--- config.mk ---
export PLATFORM = sky130hd
export DESIGN_NAME = i2cq_host_if
export DESIGN_NICKNAME = d
export VERILOG_FILES = /design/src/rtl/i2cq_pkg.sv /design/src/rtl/i2cq_fifo.sv /design/src/rtl/i2cq_flags.sv /design/src/rtl/i2cq_host_if.sv
export SDC_FILE = /design/constraint.sdc
export NUM_CORES = 1
export LEC_CHECK = 0
export ABC_CLOCK_PERIOD_IN_PS = 2300
export BUFFER_PORTS_ARGS = -buffer_cell sky130_fd_sc_hd__clkbuf_2
export CAP_MARGIN = 20
export CORE_MARGIN = 4
export CORE_UTILIZATION = 53
export DETAILED_ROUTE_END_ITERATION = 7
export PLACE_DENSITY_LB_ADDON = 0.05
export SYNTH_ARGS = -nofsm -noshare
export SYNTH_HDL_FRONTEND = slang
export SYNTH_SLANG_ARGS = --single-unit
export TNS_END_PERCENT = 30
--- constraint.sdc ---
create_clock -name clk_i -period 2.3 [get_ports clk_i]
set_input_delay 0.23 -clock clk_i [delete_from_list [all_inputs] [get_ports clk_i]]
set_output_delay 0.23 -clock clk_i [all_outputs]
set_load 0.005 [all_outputs]
--- src/rtl/i2cq_pkg.sv ---
package i2cq_pkg;
  localparam logic [7:0] OFS_DATA   = 8'h10;
  localparam logic [7:0] OFS_RX_THR = 8'h38;
  localparam logic [7:0] OFS_TX_THR = 8'h3C;
  localparam logic [7:0] OFS_STATUS = 8'h70;
  localparam logic [7:0] OFS_TX_LVL = 8'h74;
  localparam logic [7:0] OFS_RX_LVL = 8'h78;
  localparam logic [7:0] OFS_PARAM  = 8'hF4;

  // queued command: rd set = receive request, else transmit byte
  typedef struct packed {
    logic       rd;
    logic [7:0] data;
  } cmd_t;

  localparam int unsigned CMD_W = $bits(cmd_t);
endpackage

--- src/rtl/i2cq_fifo.sv ---
module i2cq_fifo #(
  parameter int unsigned DW    = 8,
  parameter int unsigned DEPTH = 8,
  parameter int unsigned LW    = $clog2(DEPTH + 1)
) (
  input  logic          clk_i,
  input  logic          rst_ni,
  input  logic          flush_i,
  input  logic          push_i,
  input  logic [DW-1:0] wdata_i,
  input  logic          pop_i,
  output logic [DW-1:0] rdata_o,
  output logic [LW-1:0] level_o,
  output logic          full_o,
  output logic          empty_o,
  output logic          drop_o
);
  localparam int unsigned AW = (DEPTH > 1) ? $clog2(DEPTH) : 1;
  localparam logic [AW-1:0] LAST = AW'(DEPTH - 1);

  logic [DW-1:0] mem [DEPTH];
  logic [AW-1:0] wr_ptr, rd_ptr;
  logic [LW-1:0] cnt;
  logic          do_push, do_pop;

  function automatic logic [AW-1:0] nxt(input logic [AW-1:0] p);
    return (p == LAST) ? '0 : p + AW'(1);
  endfunction

  assign full_o  = (cnt == LW'(DEPTH));
  assign empty_o = (cnt == '0);
  assign do_push = push_i && !full_o && !flush_i;
  assign do_pop  = pop_i && !empty_o && !flush_i;
  assign drop_o  = push_i && full_o && !flush_i;

  always_ff @(posedge clk_i or negedge rst_ni) begin
    if (!rst_ni) begin
      wr_ptr <= '0;
      rd_ptr <= '0;
      cnt    <= '0;
    end else if (flush_i) begin
      wr_ptr <= '0;
      rd_ptr <= '0;
      cnt    <= '0;
    end else begin
      if (do_push) wr_ptr <= nxt(wr_ptr);
      if (do_pop)  rd_ptr <= nxt(rd_ptr);
      case ({do_push, do_pop})
        2'b10:   cnt <= cnt + LW'(1);
        2'b01:   cnt <= cnt - LW'(1);
        default: cnt <= cnt;
      endcase
    end
  end

  always_ff @(posedge clk_i) begin
    if (do_push) mem[wr_ptr] <= wdata_i;
  end

  assign rdata_o = mem[rd_ptr];
  assign level_o = cnt;
endmodule

--- src/rtl/i2cq_flags.sv ---
module i2cq_flags #(
  parameter int unsigned TX_LW = 4,
  parameter int unsigned RX_LW = 4
) (
  input  logic             clk_i,
  input  logic             rst_ni,
  input  logic [TX_LW-1:0] tx_lvl_i,
  input  logic [RX_LW-1:0] rx_lvl_i,
  input  logic [7:0]       tx_thr_i,
  input  logic [7:0]       rx_thr_i,
  input  logic             tx_drop_i,
  input  logic             rx_drop_i,
  input  logic             rx_under_i,
  output logic             tx_empty_o,
  output logic             rx_full_o,
  output logic             tx_over_o,
  output logic             rx_over_o,
  output logic             rx_under_o
);
  // compare at 9 bits so a depth of 256 still fits
  always_comb begin
    tx_empty_o = (9'(tx_lvl_i) <= {1'b0, tx_thr_i});
    rx_full_o  = (9'(rx_lvl_i) >  {1'b0, rx_thr_i});
  end

  always_ff @(posedge clk_i or negedge rst_ni) begin
    if (!rst_ni) begin
      tx_over_o  <= 1'b0;
      rx_over_o  <= 1'b0;
      rx_under_o <= 1'b0;
    end else begin
      tx_over_o  <= tx_drop_i;
      rx_over_o  <= rx_drop_i;
      rx_under_o <= rx_under_i;
    end
  end
endmodule

--- src/rtl/i2cq_host_if.sv ---
module i2cq_host_if
  import i2cq_pkg::*;
#(
  parameter int unsigned TX_DEPTH = 8,
  parameter int unsigned RX_DEPTH = 8
) (
  input  logic        clk_i,
  input  logic        rst_ni,
  input  logic        reg_wr_i,
  input  logic        reg_rd_i,
  input  logic [7:0]  reg_addr_i,
  input  logic [8:0]  reg_wdata_i,
  output logic [31:0] reg_rdata_o,
  output logic        cmd_valid_o,
  output logic [8:0]  cmd_o,
  input  logic        cmd_pop_i,
  input  logic        rx_push_i,
  input  logic [7:0]  rx_data_i,
  input  logic        abort_i,
  input  logic        bus_active_i,
  output logic        tx_empty_o,
  output logic        rx_full_o,
  output logic        tx_over_o,
  output logic        rx_over_o,
  output logic        rx_under_o
);
  localparam int unsigned TX_LW = $clog2(TX_DEPTH + 1);
  localparam int unsigned RX_LW = $clog2(RX_DEPTH + 1);
  localparam logic [31:0] PARAM_WORD =
    {8'h00, 8'(TX_DEPTH - 1), 8'(RX_DEPTH - 1), 8'h00};

  logic             wr_data, rd_data;
  cmd_t             tx_head;
  logic [TX_LW-1:0] tx_lvl;
  logic [RX_LW-1:0] rx_lvl;
  logic             tx_full, tx_fempty, tx_drop;
  logic             rx_ffull, rx_fempty, rx_drop;
  logic [7:0]       rx_head;
  logic [7:0]       tx_thr, rx_thr;
  logic [31:0]      rd_mux;

  assign wr_data = reg_wr_i && (reg_addr_i == OFS_DATA);
  assign rd_data = reg_rd_i && (reg_addr_i == OFS_DATA);

  i2cq_fifo #(.DW(CMD_W), .DEPTH(TX_DEPTH), .LW(TX_LW)) u_txq (
    .clk_i   (clk_i),
    .rst_ni  (rst_ni),
    .flush_i (abort_i),
    .push_i  (wr_data),
    .wdata_i (reg_wdata_i),
    .pop_i   (cmd_pop_i),
    .rdata_o (tx_head),
    .level_o (tx_lvl),
    .full_o  (tx_full),
    .empty_o (tx_fempty),
    .drop_o  (tx_drop)
  );

  i2cq_fifo #(.DW(8), .DEPTH(RX_DEPTH), .LW(RX_LW)) u_rxq (
    .clk_i   (clk_i),
    .rst_ni  (rst_ni),
    .flush_i (abort_i),
    .push_i  (rx_push_i),
    .wdata_i (rx_data_i),
    .pop_i   (rd_data),
    .rdata_o (rx_head),
    .level_o (rx_lvl),
    .full_o  (rx_ffull),
    .empty_o (rx_fempty),
    .drop_o  (rx_drop)
  );

  i2cq_flags #(.TX_LW(TX_LW), .RX_LW(RX_LW)) u_flags (
    .clk_i      (clk_i),
    .rst_ni     (rst_ni),
    .tx_lvl_i   (tx_lvl),
    .rx_lvl_i   (rx_lvl),
    .tx_thr_i   (tx_thr),
    .rx_thr_i   (rx_thr),
    .tx_drop_i  (tx_drop),
    .rx_drop_i  (rx_drop),
    .rx_under_i (rd_data && rx_fempty),
    .tx_empty_o (tx_empty_o),
    .rx_full_o  (rx_full_o),
    .tx_over_o  (tx_over_o),
    .rx_over_o  (rx_over_o),
    .rx_under_o (rx_under_o)
  );

  assign cmd_valid_o = !tx_fempty;
  assign cmd_o       = tx_head;

  always_ff @(posedge clk_i or negedge rst_ni) begin
    if (!rst_ni) begin
      tx_thr <= '0;
      rx_thr <= '0;
    end else if (reg_wr_i) begin
      if (reg_addr_i == OFS_TX_THR) tx_thr <= reg_wdata_i[7:0];
      if (reg_addr_i == OFS_RX_THR) rx_thr <= reg_wdata_i[7:0];
    end
  end

  always_comb begin
    rd_mux = '0;
    case (reg_addr_i)
      OFS_DATA:   rd_mux = rx_fempty ? '0 : 32'(rx_head);
      OFS_RX_THR: rd_mux = 32'(rx_thr);
      OFS_TX_THR: rd_mux = 32'(tx_thr);
      OFS_STATUS: rd_mux = {27'd0, rx_ffull, !rx_fempty, tx_fempty, !tx_full, bus_active_i};
      OFS_TX_LVL: rd_mux = 32'(tx_lvl);
      OFS_RX_LVL: rd_mux = 32'(rx_lvl);
      OFS_PARAM:  rd_mux = PARAM_WORD;
      default:    rd_mux = '0;
    endcase
  end

  always_ff @(posedge clk_i or negedge rst_ni) begin
    if (!rst_ni)       reg_rdata_o <= '0;
    else if (reg_rd_i) reg_rdata_o <= rd_mux;
  end
endmodule

==> results of run 1 <==
==> timing repair <==
| item | 4_1_cts | 5_1_grt |
|---|---|---|
| resized for setup | 4 | 15 |
| setup buffers | 0 | 2 |
| setup endpoints to repair | 3 | 7 |
| endpoints found under the hold margin | 48 | 0 |
| pin swaps | 1 | 12 |
| hold buffers | 1 | 0 |
==> cells by family after synthesis <==
kind of cell / Yosys count / synth area share
other: 1 / 0.0004481
AO/OA/AOI/OAI: 55 / 0.04261
buffers and inverters: 64 / 0.04111
flip-flops: 184 / 0.6315
adder cells (fa/ha/maj): 19 / 0.02841
AND/OR/NAND/NOR: 137 / 0.1021
multiplexers: 76 / 0.1447
XOR/XNOR: 7 / 0.009120
==> cells in the mapped netlist (3+ instances only) <==
cell | n | share of area
inv_1 | 16 | 0.0072
nand3_1 | 7 | 0.0042
nand2_1 | 15 | 0.0067
ha_1 | 19 | 0.028
o22ai_1 | 7 | 0.0052
buf_1 | 3 | 0.0013
a211oi_1 | 4 | 0.0036
a21oi_1 | 20 | 0.012
edfxtp_1 | 136 | 0.49
buf_4 | 23 | 0.021
nor4_1 | 6 | 0.0045
mux2_2 | 24 | 0.032
nor3_1 | 11 | 0.0066
nor3b_1 | 9 | 0.0081
buf_2 | 8 | 0.0048
mux4_2 | 33 | 0.089
mux2_1 | 6 | 0.0081
xor2_1 | 3 | 0.0031
mux2i_1 | 13 | 0.016
nor2_1 | 43 | 0.019
clkbuf_1 | 11 | 0.0049
nand2b_1 | 4 | 0.0030
nand4_1 | 3 | 0.0022
o21ai_0 | 4 | 0.0024
nand3_2 | 3 | 0.0036
o21a_1 | 3 | 0.0027
dfrtp_1 | 48 | 0.14
==> power breakdown <==
group / switching (W) / total, W / internal [W] / leakage, nW
clock network: 0.00123 / 0.00284 / 0.00161 / 0.280
logic: 0.000604 / 0.00124 / 0.000635 / 1.51
registers: 0.0000596 / 0.00370 / 0.00364 / 1.88
==> final cells by class <==
class | count | area [sq um] | share of cell area
inverter | 18 | 70.07 | 0.007124
tap | 211 | 264.0 | 0.02684
clock buffer | 18 | 429.2 | 0.04363
timing repair buffer | 112 | 719.4 | 0.07315
clock inverter | 14 | 148.9 | 0.01514
sequential | 184 | 5285 | 0.5373
multi-input combinational | 312 | 2919 | 0.2968
==> worst register-to-register path, delay by kind of cell, from the launching register on <==
family | cells | cell delay [ns]
and+or+nand+nor | 5 | 1.35
DFF | 1 | 0.39
adders and majority gates | 1 | 0.20
xor gates and xnor gates | 1 | 0.12
buffers and inverters | 1 | 0.05
AOI/OAI and AO/OA | 1 | 0.05
==> stage by stage <==
stage | setup slack, ns | cell area (sq um)
floorplan | -0.1269 | 8446
global placement | 0.04589 | 9124
detailed placement | -0.02908 | 9124
CTS | 0.01607 | 9739
global route | -0.08676 | 9836
finish | 0.02249 | 9836
==> final timing paths <==
kind,slack [ns],end,start,cells past startpoint
worst max-delay path,0.02,u_txq.level_o[2],u_txq.level_o[2],9
worst min-delay path,0.08,u_rxq.mem[5][1],rx_data_i[1],1
worst max register to register,0.02,u_txq.level_o[2],u_txq.level_o[2],9
worst min register to register,0.53,reg_rdata_o[4],reg_rdata_o[4],2
max in group asynchronous,1.66,tx_thr[5],rst_ni,3
min in group asynchronous,0.32,reg_rdata_o[17],rst_ni,3
==> layer usage <==
layer,vias up,wire length (microns)
met5,-,0
met4,0,347
met3,23,723
met2,139,8870
met1,2482,7613
li1,2261,-
==> state kept, by name (all words and copies together) (netlist names) <==
register            flops
rx_thr                  8
u_txq.mem              72
u_txq.rd_ptr            3
tx_thr                  8
u_rxq.wr_ptr            3
u_rxq.level_o           4
u_rxq.mem              64
u_flags.rx_over_o       1
reg_rdata_o             9
u_txq.wr_ptr            3
u_flags.rx_under_o      1
u_rxq.rd_ptr            3
u_txq.level_o           4
u_flags.tx_over_o       1
==> impl_metrics.tcl, run 1 <==
set metrics [dict create \
    rsz0062_at_grt "true" \
    diodes 0 \
    hp-class "input port to flop" \
    critical_path_class "flop to flop" \
    avgSynthCellArea_sq_um 15.41 \
    clk_latency_ns 0.42 \
    routed_via_density 5.644 \
    leakagePower_nw 3.676 \
    fin_tns_setup_ns 0 \
    drc 0 \
    die_y_microns 133.7 \
    fin_skew_ns 0.01007 \
    max_stage_delay_ns 0.56 \
    vdd_drop_max_uv 474.6 \
    grt_max_degree 28 \
    syn_inst 543 \
    mostFrequentLayoutCells "edfxtp_1 (136), clkbuf_2 (60), dfrtp_1 (48), buf_4 (47), nor2_1 (43)" \
    synth_edf_count 136 \
    final_nets 697 \
    synth-seq-cells 184 \
    ant_nets 0 \
    die_area_sq_um 17870 \
    fmax_mhz 439.1 \
    grt_overflow 0 \
    fin_crit_ns 2.278 \
    wl_per_cell_microns 20.20 \
    slew_headroom 0.3607 \
    die_x_microns 133.7 \
    fin_cells 869 \
    htree_levels 4 \
    fin_util 0.6422 \
    power.density_nw_per_um2 790.8 \
    cts.sinks 184 \
    grt_pass1_wl_microns 27820 \
    async_flop_share 0.2609 \
    num_vias 4905 \
    grtUsageMet2 0.3426 \
    rows 45 \
    use_met3 0.04305 \
    whs_ns 0.07773 \
    totalPowerFinal_w 0.007778 \
    cts_buffer_depth 2 \
    nFillCells 1143 \
    required_ns 2.61 \
    crit_arrival_ns 2.59 \
    place_congestion 0.8745 \
    final_common_cell "edfxtp_1" \
    critPathTopFamily "simple AND/OR/NAND/NOR gates" \
    cts_root_buf "clkbuf_16" \
    dr.first_iter.drc_count 269 \
    syn2layout_area_growth_pct 17.52 \
    tightestPinTransition_ns 0.9555 \
    maxSlewViolCount 0 \
    netlist-cell-type-count 76 \
    firstDrtPassIters 5 \
    ys_seq_area_frac 0.6315 \
    top_usage_layer "met2" \
    final-setup-viol-count 0 \
    yosysWarnings 0 \
    dp.cells 834 \
    core_sq_um 15310 \
    cts_buffers 17 \
    critPathBufInv 1 \
    use_met1 0.2725 \
    synth_area_sq_um 8369 \
    start_kind "flop" \
    period_share 0.9902 \
    grt_use_total 0.2058 \
    worstPathCellList "or4b_4 > nand4_4 > inv_4 > nor3_4 > xor2_1 > ha_2 > or3_4 > nand3_2 > a21oi_2" \
    cts.clk_slew.worst_paths_ns 0.07 \
    io_buffers 61 \
    antenna_found_initial 0 \
    drv_cap 0 \
    crit_path_top_delay_cell "or4b_4" \
    drive_gt1_frac 0.3541 \
    synth_ff_type "edfxtp_1" \
    io-pin-count 80 \
    first_global_vias 5069 \
    wl_microns 17550 \
    place_hpwl_microns 12460 \
    status "finished, final reports clean" \
    cp_max_fo 3 \
    cts_tree "done" \
    hold_viol 0 \
    cp-end-kind "flop" \
    initial_core_util 0.5465 \
]
(Power assumes the default switching activity.)
==> run 2, diff against run 1 <==
--- a/config.mk
+++ b/config.mk
@@ -8,6 +8,7 @@
 export ABC_CLOCK_PERIOD_IN_PS = 2300
 export BUFFER_PORTS_ARGS = -buffer_cell sky130_fd_sc_hd__clkbuf_2
 export CAP_MARGIN = 20
+export CORE_ASPECT_RATIO = 0.5
 export CORE_MARGIN = 4
 export CORE_UTILIZATION = 53
 export DETAILED_ROUTE_END_ITERATION = 7
==> impl_metrics.tcl, run 2 (synthesis gave the netlist of run 1 again) <==
set metrics [dict create \
    grt_use_total 0.1957 \
    io_buffers 61 \
    cts_buffers 17 \
    grt_pass1_wl_microns 26850 \
    period_share 0.9867 \
    tightestPinTransition_ns 0.9839 \
    final-setup-viol-count 0 \
    die_y_microns 96.86 \
    final_common_cell "edfxtp_1" \
    dp.cells 825 \
    reg_top3 "u_txq.mem (72), u_rxq.mem (64), reg_rdata_o (9)" \
    wl_per_cell_microns 19.72 \
    cts_buffer_depth 2 \
    place_hpwl_microns 11440 \
    diodes 0 \
    critPathTopFamily "simple AND/OR/NAND/NOR gates" \
    fmax_mhz 440.6 \
    fin_ws_ns 0.03057 \
    largest_register_ff_count 72 \
    clk_latency_ns 0.43 \
    drive_gt1_frac 0.3531 \
    r2r_start "u_txq.level_o[0]" \
    totalPowerFinal_w 0.007870 \
    top_register "u_txq.mem" \
    start_kind "flop" \
    cell_internal_pwr_w 0.005961 \
    cp-end-kind "flop" \
    fin_crit_ns 2.269 \
    status "finished, final reports clean" \
    first_global_vias 4892 \
    cts.sinks 184 \
    fin_cells 861 \
    ant_nets 0 \
    routed_via_density 5.534 \
    drc 0 \
    crit_arrival_ns 2.57 \
    critPathLaunch "u_txq.level_o[0]" \
    wl_microns 16980 \
    cts_root_buf "clkbuf_16" \
    htree_levels 4 \
    slew_headroom 0.3417 \
    pre_cts_ws_ns -0.05877 \
    antenna_found_initial 0 \
    syn2layout_area_growth_pct 17.54 \
    power.density_nw_per_um2 800.1 \
    max_stage_delay_ns 0.57 \
    nFillCells 1161 \
    core_sq_um 15450 \
    cp_max_fo 3 \
    die_x_microns 185.7 \
    critPathBufInv 1 \
    initial_core_util 0.5415 \
    crit_path_top_delay_cell "or4b_4" \
    regToRegSetupSlack_ns 0.03 \
    swShare 0.2426 \
    final_nets 696 \
    die_area_sq_um 17990 \
    reg2regPathDepth 9 \
    p_seq_frac 0.470 \
    crit_end "u_txq.level_o[2]" \
    hp-class "input port to flop" \
    place_congestion 0.8607 \
    vdd_drop_max_uv 564.3 \
    rr_endpoint "u_txq.level_o[2]" \
    leakagePower_nw 3.712 \
    firstDrtPassIters 4 \
    critical_path_class "flop to flop" \
    drv_cap 0 \
    rows 32 \
    io-pin-count 80 \
    grt_max_degree 30 \
    cts_tree "done" \
    dr.first_iter.drc_count 299 \
    maxSlewViolCount 0 \
    hold_viol 0 \
    p_switching_w 0.001910 \
    fin_skew_ns 0.01192 \
    grt_overflow 0 \
    worstPathCellList "or4b_4 > nand4_4 > inv_4 > nor3_4 > xor2_1 > ha_2 > or3_1 > nand3_1 > a21oi_1" \
    mostFrequentLayoutCells "edfxtp_1 (136), clkbuf_2 (60), dfrtp_1 (48), buf_4 (46), nor2_1 (43)" \
    p_clk_frac 0.372 \
    power_frac_comb 0.158 \
    cts.clk_slew.worst_paths_ns 0.07 \
    path_depth 9 \
    rsz0062_at_grt "true" \
    required_ns 2.60 \
    num_vias 4765 \
]
## run 2: cell types whose count changed in the layout (fill, tap and decap cells not counted), sizes merged
cell,before,now
buf,51,50
clkinv,8,6
clkbuf,78,80
clkinvlp,2,1
inv,20,21
## run 2: power by group through the flow
| stage | sequential [W] | combinational (W) | clock, W |
|---|---|---|---|
| 2_1_floorplan | 0.00377 | 0.000737 | 0 |
| 3_3_place_gp | 0.00376 | 0.00116 | 0 |
| 3_5_place_dp | 0.00377 | 0.00117 | 0 |
| 4_1_cts | 0.00370 | 0.00120 | 0.00299 |
| 5_1_grt | 0.00370 | 0.00137 | 0.00314 |
| 6_report | 0.00370 | 0.00124 | 0.00293 |
## run 2: final cells by class
type	count	area (sq um)	area share
inverter	18	70.07	0.007123
timing repair buffer	111	711.9	0.07237
multi-input combinational	312	2920	0.2969
sequential	184	5285	0.5373
clock buffer	20	457.9	0.04655
tap	204	255.2	0.02595
clock inverter	12	136.4	0.01386
## run 2: stage by stage
step / TNS, ns / instance area, sq um / hold slack, ns / util
finish: 0 / 9837 / 0.08024 / 0.6365
global route: -0.1020 / 9837 / 0.08664 / 0.6365
CTS: 0 / 9754 / 0.06846 / 0.6312
detailed placement: -0.05877 / 9100 / 0.3111 / 0.5888
global placement: 0 / 9100 / 0.3172 / 0.5888
floorplan: -0.7537 / 8446 / -0.06559 / -
## run 2: how the worst min path moves through the flow
stage | startpoint | endpoint | slack, ns | cells after the start
detailed placement | rst_ni | tx_thr[4] | 0.31 | 1
CTS | rx_data_i[0] | u_rxq.mem[2][0] | 0.07 | 1
floorplan | rst_ni | reg_rdata_o[0] | -0.07 | 0
global route | rx_data_i[4] | u_rxq.mem[5][4] | 0.09 | 1
finish | rx_data_i[2] | u_rxq.mem[4][2] | 0.08 | 1
global placement | rst_ni | tx_thr[7] | 0.32 | 1
## run 2: timing repair
item | CTS | global route
hold endpoints to repair | 24 | 0
pin swaps | 1 | 21
hold buffers | 1 | 0
endpoints found under the setup margin | 3 | 5
buffers inserted | 2 | 2
gates resized for setup | 5 | 17
## run 2: layer usage
metal  vias to the layer above  track usage  wire, microns
met5                         -            0              0
met4                         0      0.05092            153
met3                        10      0.04358            604
met2                        84       0.3234           8455
met1                      2415       0.2652           7768
li1                       2256            -              -
